<file path="src/rtl/iic_master_regfile.sv">
module iic_master_regfile #(
  parameter int ADDR_W = 5
) (
  input  logic              clk,
  input  logic              rst_n,
  input  logic              host_valid,
  input  logic              host_write,
  input  logic [ADDR_W-1:0] host_addr,
  input  logic [7:0]        host_wdata,
  output logic              host_ready,
  output logic [7:0]        host_rdata,
  output logic              cmd_valid,
  output logic [1:0]        cmd_op,
  output logic              cmd_read,
  output logic [6:0]        cmd_addr,
  output logic [7:0]        cmd_wdata,
  input  logic              cmd_done,
  input  logic              cmd_nack,
  input  logic [7:0]        cmd_rdata
);
  localparam int NREG = 18;
  localparam logic [ADDR_W-1:0] A_MD  = ADDR_W'(0);
  localparam logic [ADDR_W-1:0] A_G1  = ADDR_W'(1);
  localparam logic [ADDR_W-1:0] A_G3  = ADDR_W'(3);
  localparam logic [ADDR_W-1:0] A_LMA = ADDR_W'(4);
  localparam logic [ADDR_W-1:0] A_CTL = ADDR_W'(6);
  localparam logic [ADDR_W-1:0] A_MOD = ADDR_W'(7);
  localparam logic [ADDR_W-1:0] A_STS = ADDR_W'(8);
  localparam logic [ADDR_W-1:0] A_EXT = ADDR_W'(9);
  localparam logic [ADDR_W-1:0] A_XFR = ADDR_W'(14);
  localparam logic [ADDR_W-1:0] A_XTC = ADDR_W'(15);
  localparam logic [ADDR_W-1:0] A_DIR = ADDR_W'(16);

  localparam logic [1:0] OP_START = 2'd0, OP_SEND = 2'd1, OP_RECV = 2'd2, OP_STOP = 2'd3;

  typedef enum logic [2:0] {
    S_IDLE, S_WSTART, S_WSEND, S_STOP, S_RSTOP, S_RSTART, S_RECV, S_FIN
  } state_t;

  state_t     state;
  logic [7:0] rf [NREG];
  logic       busy;
  logic [7:0] hold;

  function automatic logic [7:0] rst_val(input int i);
    if (i == int'(A_EXT)) return 8'h8F;
    if (i == int'(A_DIR)) return 8'h0F;
    return 8'h00;
  endfunction

  wire       hit   = int'(host_addr) < NREG;
  wire       mdbs  = rf[A_STS][5];
  wire [1:0] pend  = rf[A_CTL][5:4];

  wire needs_bus = host_write
      ? (host_addr == A_MD) || (host_addr == A_LMA && busy) ||
        (host_addr == A_CTL && host_wdata[1:0] == 2'b11)
      : (host_addr == A_MD) && mdbs;

  assign host_ready = (state == S_FIN) || (state == S_IDLE && host_valid && !needs_bus);

  always_comb begin
    if (state == S_FIN)                              host_rdata = hold;
    else if (host_addr == A_MD)                      host_rdata = 8'hFF;
    else if (hit && host_addr != A_G1 && host_addr != A_G3) host_rdata = rf[host_addr];
    else                                             host_rdata = 8'h00;
  end

  assign cmd_valid = state inside {S_WSTART, S_WSEND, S_STOP, S_RSTOP, S_RSTART, S_RECV};
  assign cmd_read  = state == S_RSTART;
  assign cmd_addr  = rf[A_LMA][7:1];
  assign cmd_wdata = rf[A_MD];

  always_comb begin
    case (state)
      S_WSEND:         cmd_op = OP_SEND;
      S_RECV:          cmd_op = OP_RECV;
      S_STOP, S_RSTOP: cmd_op = OP_STOP;
      default:         cmd_op = OP_START;
    endcase
  end

  always_ff @(posedge clk) begin
    if (!rst_n) begin
      for (int i = 0; i < NREG; i++) rf[i] <= rst_val(i);
      state <= S_IDLE;
      busy  <= 1'b0;
      hold  <= 8'h00;
    end else begin
      case (state)
        S_IDLE: if (host_valid) begin
          if (host_write && hit) begin
            case (host_addr)
              A_MD: begin
                rf[A_MD] <= host_wdata;
                state <= busy ? S_WSEND : S_WSTART;
              end
              A_G1, A_G3: ;
              A_LMA: begin
                rf[A_LMA] <= host_wdata;
                if (busy) state <= S_STOP;
              end
              A_CTL: begin
                rf[A_CTL] <= host_wdata;
                if (host_wdata[0]) begin
                  if (host_wdata[1]) begin
                    if (busy) begin
                      rf[A_STS][0] <= 1'b0;
                      state <= S_RSTOP;
                    end else state <= S_RSTART;
                  end else rf[A_STS][0] <= 1'b0;
                end
              end
              A_MOD: rf[A_MOD] <= host_wdata & 8'hDF;
              A_STS: rf[A_STS] <= rf[A_STS] & ~(host_wdata & 8'h0A);
              A_EXT: rf[A_EXT] <= rf[A_EXT] & ~(host_wdata & 8'h8F);
              A_XFR: rf[A_XFR] <= host_wdata & 8'h77;
              A_XTC: begin
                if (host_wdata[0]) for (int i = 0; i < NREG; i++) rf[i] <= rst_val(i);
                else rf[A_XTC] <= host_wdata;
              end
              A_DIR: rf[A_DIR] <= host_wdata & 8'h07;
              default: rf[host_addr] <= host_wdata;
            endcase
          end else if (!host_write && host_addr == A_MD && mdbs) begin
            state <= S_RECV;
          end
        end
        S_WSTART: if (cmd_done) begin
          if (cmd_nack) begin
            rf[A_STS][0] <= 1'b0; rf[A_STS][2] <= 1'b1; rf[A_EXT][0] <= 1'b1;
            state <= S_FIN;
          end else begin
            rf[A_STS][0] <= 1'b1; rf[A_STS][2] <= 1'b0; rf[A_EXT] <= 8'h00;
            busy  <= 1'b1;
            state <= S_WSEND;
          end
        end
        S_WSEND: if (cmd_done) begin
          if (cmd_nack) begin
            rf[A_STS][0] <= 1'b0; rf[A_STS][2] <= 1'b1; rf[A_EXT][0] <= 1'b1;
            state <= S_STOP;
          end else state <= S_FIN;
        end
        S_STOP: if (cmd_done) begin
          busy  <= 1'b0;
          state <= S_FIN;
        end
        S_RSTOP: if (cmd_done) begin
          busy  <= 1'b0;
          state <= S_RSTART;
        end
        S_RSTART: if (cmd_done) begin
          if (cmd_nack) begin
            rf[A_STS][0] <= 1'b0; rf[A_STS][2] <= 1'b1; rf[A_EXT][0] <= 1'b1;
            busy <= 1'b0;
          end else begin
            rf[A_STS][5] <= 1'b1; rf[A_STS][2] <= 1'b0; rf[A_EXT] <= 8'h00;
            busy <= 1'b1;
          end
          state <= S_FIN;
        end
        S_RECV: if (cmd_done) begin
          hold <= cmd_nack ? 8'hFF : cmd_rdata;
          rf[A_CTL][5:4] <= pend - 2'd1;
          if (pend == 2'd0) begin
            rf[A_STS][5] <= 1'b0;
            state <= S_FIN;
          end else state <= S_RSTOP;
        end
        default: state <= S_IDLE;
      endcase
    end
  end

  assert_cmd_hold_R13: assert property (@(posedge clk) disable iff (!rst_n)
    cmd_valid && !cmd_done |=> cmd_valid && $stable(cmd_op) && $stable(cmd_addr) && $stable(cmd_read));

  assert_ready_needs_valid_R13: assert property (@(posedge clk) disable iff (!rst_n)
    host_ready |-> host_valid);

  assert_start_ok_R4: assert property (@(posedge clk) disable iff (!rst_n)
    cmd_valid && cmd_op == OP_START && cmd_done && !cmd_nack |=> busy && rf[A_EXT] == 8'h00 && !rf[A_STS][2]);

  assert_start_fail_R5: assert property (@(posedge clk) disable iff (!rst_n)
    cmd_valid && cmd_op == OP_START && cmd_done && cmd_nack |=> rf[A_STS][2] && rf[A_EXT][0] && !rf[A_STS][0]);

  assert_send_in_xfer_R6: assert property (@(posedge clk) disable iff (!rst_n)
    cmd_valid && cmd_op == OP_SEND |-> busy);

  assert_recv_needs_full_R11: assert property (@(posedge clk) disable iff (!rst_n)
    cmd_valid && cmd_op == OP_RECV |-> mdbs);

  assert_last_byte_R11: assert property (@(posedge clk) disable iff (!rst_n)
    cmd_valid && cmd_op == OP_RECV && cmd_done && pend == 2'd0 |=> !mdbs && state == S_FIN);
endmodule

</file>
<file path="config.mk">
export PLATFORM = sky130hd
export DESIGN_NAME = iic_master_regfile
export DESIGN_NICKNAME = d
export VERILOG_FILES = /design/src/rtl/iic_master_regfile.sv
export SDC_FILE = /design/constraint.sdc
export NUM_CORES = 1
export LEC_CHECK = 0
export ABC_AREA = 1
export CORE_MARGIN = 10
export CORE_UTILIZATION = 60
export DETAILED_ROUTE_END_ITERATION = 7
export GPL_TIMING_DRIVEN = 0
export PLACE_DENSITY = 0.79
export SLEW_MARGIN = 20
export SYNTH_ARGS = -nofsm -noshare
export SYNTH_HDL_FRONTEND = slang
export SYNTH_SLANG_ARGS = --single-unit
</file>
<file path="constraint.sdc">
create_clock -name clk -period 2.7 [get_ports clk]
set_input_delay 0.54 -clock clk [delete_from_list [all_inputs] [get_ports clk]]
set_output_delay 0.54 -clock clk [all_outputs]
set_load 0.05 [all_outputs]
</file>
# Yosys cells after proc, flatten, opt, wreduce, memory -nomap -nowiden
# Memory sizes are Yosys's and may differ from the RTL's.
# Cells that the tools add are included.
dict set report totals {
  register_bits 12
  ramBits 144
  input_bits 27
  output_inout_bits 28
  n_memories 1
}
dict set report classes {
  add_sub_neg 1
  n_lt_le_gt_ge 1
  eq_ne 34
  n_mux 221
  bitwise 54
  reduce_logical 27
}
# name depth word_bits read_ports rd_ports_with_merged_regs write_ports line
set memory_table {}
lappend memory_table {rf 18 8 6 0 18 41} ;# logic [7:0] rf [NREG];
# cell count
set ops {}
lappend ops {{two-way mux 8 bit} 46}
lappend ops {{two-way mux 1 bit} 148}
lappend ops {{OR 1 bit} 50}
lappend ops {{two-way mux 3 bit} 13}
lappend ops {{two-way mux 7 bit} 4}
lappend ops {{== test 5 x 4 -> 1 bit (second input constant)} 4}
lappend ops {{one-hot mux 3 bit (6 select lines)} 1}
lappend ops {{bitwise AND 8 bit} 2}
lappend ops {{== test 5 x 3 -> 1 bit (second input constant)} 3}
lappend ops {{== test 3 bit (second input constant)} 4}
lappend ops {{inequality test 2 bit (second input constant)} 6}
lappend ops {{inequality test 4 bit (second input constant)} 3}
lappend ops {{AND reduction 11 bit} 1}
lappend ops {{OR reduction 11 bit} 1}
lappend ops {{logical AND 1 bit} 10}
lappend ops {{one-hot mux 3 bit (3 select lines)} 1}
lappend ops {{two-way mux 4 bit} 2}
lappend ops {{NOT 4 -> 8 bit} 1}
lappend ops {{NOT 8 bit} 1}
lappend ops {{OR reduction 8 bit} 1}
lappend ops {{== test 3 x 2 -> 1 bit (second input constant)} 2}
lappend ops {{two-way mux 2 bit} 3}
lappend ops {{inequality test 2 x 1 -> 1 bit (second input constant)} 3}
lappend ops {{one-hot mux 2 bit (3 select lines)} 1}
lappend ops {{23 further kinds} 27}

# Logic depth before layout (Yosys ltp)
dict set report depth {
  ltp_word 19
  mapped_depth 12
  depth_no_buf 11
}

# Worst setup path before layout
# OpenSTA, ideal clock, no wires.
dict set report synth_timing {
  kind {input -> output}
  from {input port host_addr[1]}
  to {output port host_rdata[4]}
  arrival_ns 2.413
  t_required_ns 2.160
  path_slack_ns -0.253
  cell_stages 12
  cell_sequence {buf_2 > nor2_1 > buf_2 > buf_4 > nand2_1 > nand2_1 > nor2_1 > nor2_1 > nor2_1 > nand2_1 > nand3_1 > a21oi_1}
}
dict set report synth_between {
  elab_chain_len 6
}
# element line
set synth_rtl {}
lappend synth_rtl {{start, declared} 8} ;# input logic [ADDR_W-1:0] host_addr,
lappend synth_rtl {{less-than comparator 5 bit / inequality test 5 x 1 -> 1 bit (equally long branches)} {51, 65}}
lappend synth_rtl {{logical AND 1 bit (2 in a row)} 65} ;# else if (hit && host_addr != A_G1 && host_addr != A_G3) host_rdata = rf[host_addr];
lappend synth_rtl {{two-way mux 8 bit} 65}
lappend synth_rtl {{two-way mux 8 bit *} 64} ;# else if (host_addr == A_MD) host_rdata = 8'hFF;
lappend synth_rtl {{two-way mux 8 bit *} 63} ;# if (state == S_FIN) host_rdata = hold;
lappend synth_rtl {{end, declared} 11} ;# output logic [7:0] host_rdata,
# Every way passes the cells marked *; elsewhere a longest branch is shown, timed or not.

# Final worst setup path
dict set report layout_timing {
  from {input port host_addr[0]}
  to {output port host_rdata[4]}
}
# Same word-level chain as after synthesis.

==> metrics <==
dpl hpwl approximately 25,000 µm; Fmax 0.362 GHz; worst skew pair latency 0.55 ns; internal power 7290 µW; count of cell types in the netlist 33; CP Max Fanout 6; antenna fix cells 0; Final min period 2.77 ns; register area share after synthesis 63.8%; Worst setup SP type input pin; unrepaired setup endpoints after global routing yes; switching share of power 27.0%; RD Place Congestion 1.02; setup TNS -0.324 ns; Antenna Violating Nets Remaining 0; die area roughly 27,000 µm²; DRC Markers 0; sequential group share of total power roughly half; DRT iter0 DRCs 1,415; GRT overflow 0; area of the mapped netlist 12,400 µm²; port buffer count just over 50; Final Max Slew Viols 0; Core ar. 20,300 µm²; fraction of layout instances using a drive strength above 1 12.6%; Final Hold Fails 0; worst r2r path cells 10; initial cell density of the core 61.2%; Die Y-Extent around 160 µm; vias in the first global route 9,543; Setup WS pre-CTS -1.65 ns; worst hold stages 2; commonest non-fill, non-tap cell in the layout nand2_1; pin count of the biggest net entering global routing 20; Critical R2R Launch state[1]; design area 15,200 µm²; CTS tree done; # rows 52; WP data required 2.16 ns; Clock Skews 0.0145 ns; total track usage 26.4%; Setup crit end kind output port; register area between 7000 and 8000 µm²; fill cell count 1,472; flops & latches, synth between 200 and 300; clock transition at the registers of the reported paths 0.06 ns; initial antenna violation count 0; Via-to-Cell Ratio 5.48; Layout area overhead 22.6%; Cells after Synth between 1k and 1.5k; first-pass GRT wire length 53,900 µm; Arr. time, crit path 2.23 ns; fin nets between 1.5k and 2k; P per Cell Area 655 nW/µm²; period utilization 102%; r2r setup slk about 0.20 ns; multi-input logic area 4670 µm²; Clock Tree Root clkbuf_16; Post-Route WL 36,100 µm; Ys Warns 0; status complete, but fails checks; Worst-Margin Slew 0.871 ns; Switching Power 2690 µW; # setup viols final 7; failing checks setup timing; Die W 164 µm; CTS buffer count 27; via count 10.2k; most frequent cells in the layout 595 x nand2_1, 256 x edfxtp_1, 168 x nor2_1; CTS Sinks ~270; top-level port count 55; relative slew slack between 40% and 50%; Setup WS post-layout -0.0656 ns; Worst IR Drop VDD 0.000526 V; Clock Tree Buf Depth 3; router iterations before antenna repair 6; RR Endpoint rf[6][0]; hold crit path type flop to flop; Clk pwr share 35.4%; wire per inst ~19 µm; hold endpoint hold[1]; H-tree depth 1; WHS 0.460 ns; Comb power frac between 15 and 20%; Leakage 0.00678 µW; Cell Area, Placed 13,800 µm²; Max Cap Viol 0; Syn Area/Cell approximately 9.3 µm²; min-delay src hold[1]; Hold Buf Count CTS 0; CP Class input pin to output port
==> stage by stage <==
step	util [%]	instances	total power [µW]
6_report	75.1	1860	9980
3_5_place_dp	68.2	1801	6390
4_1_cts	74.1	1857	9920
2_1_floorplan	-	1480	5890
3_3_place_gp	68.2	1801	6370
5_1_grt	75.1	1860	10300
==> sequential cells by signal (all words and copies together), names as in the netlist <==
| register | cells |
|---|---|
| rf | 256 |
| hold | 8 |
| busy | 1 |
| state | 3 |
==> layout make-up <==
cell class              instances  share of cell area, %
flip-flops and latches        268                   52.0
multi-input cells            1093                   30.6
clock buffers                  33                   4.58
repair buffers                 66                   4.54
plain buffers                  66                   3.86
well taps                     270                   2.22
inverters                      51                   1.40
clock inverters                13                  0.780
==> critical path, stage by stage <==
cell and delay (ns):
buf_12 0.12, buf_12 0.14, nor2_4 0.28, buf_8 0.19, nand2_4 0.05, nand2_2 0.06
nor2_2 0.04, nor2_1 0.10, nor2_1 0.06, nand2_1 0.14, nand3_2 0.14, a21oi_2 0.17
buf_6 0.17
==> cell usage after synthesis, drive strengths merged <==
master | number | share of area, %
nor4 | 1 | 0.10
o22ai | 4 | 0.20
clkbuf | 39 | 1.2
buf | 29 | 1.4
or2 | 2 | 0.10
nand2 | 615 | 19
conb | 1 | 0.030
o21ai | 22 | 0.89
inv | 49 | 1.5
nand3 | 60 | 2.5
dfxtp | 12 | 1.9
nand4 | 9 | 1.1
clkinv | 2 | 0.060
nor3 | 6 | 0.24
a211oi | 2 | 0.12
o211ai | 2 | 0.12
nor2 | 188 | 6.3
ha | 1 | 0.10
o2111ai | 2 | 0.14
edfxtp | 256 | 62
a21oi | 37 | 1.5
==> worst max-delay path by stage <==
stage	start	endpoint	slack, ns	cells past startpoint
finish	host_addr[0]	host_rdata[4]	-0.07	13
global route	host_addr[0]	host_rdata[4]	-0.1	13
detailed placement	host_addr[0]	host_rdata[1]	-1.65	13
CTS	host_addr[0]	host_rdata[6]	0.004	14
global placement	host_addr[0]	host_rdata[1]	-1.63	13
floorplan	host_addr[1]	host_rdata[4]	0.002	12
==> power groups by stage <==
stage / Sequential [µW] / Clock (µW) / Combinational [µW]
finish: 4930 / 3530 / 1520
global route: 4950 / 3710 / 1640
CTS: 4920 / 3550 / 1450
detailed placement: 5010 / 0 / 1380
global placement: 5000 / 0 / 1370
floorplan: 4990 / 0 / 905
==> what timing repair did <==
item | 4_1_cts | 5_1_grt
gates cloned | 2 | 2
endpoints found under the setup margin | 143 | 90
setup buffers | 9 | 2
pin swaps | 6 | 16
gates resized for setup | 183 | 66
==> layer usage <==
| layer | share of wire (%) | track usage [%] |
|---|---|---|
| met1 | 37 | 34.0 |
| met2 | 46 | 42.3 |
| met4 | 5.1 | 11.7 |
| met5 | 0 | 0 |
| met3 | 12 | 6.06 |
==> logic make-up (layout without fill, tap and decap cells) <==
logic type      count (synthesis)  after routing  synth area share (%)
simple gates                  881            881                  29.0
fa+ha+maj                       1              1                 0.101
flops                         268            268                  63.8
buf+inv                       119            229                  4.15
other cells                     1            142                0.0302
compound gates                 69             69                  2.96
No activity file was read; power rests on OpenSTA's default activity.
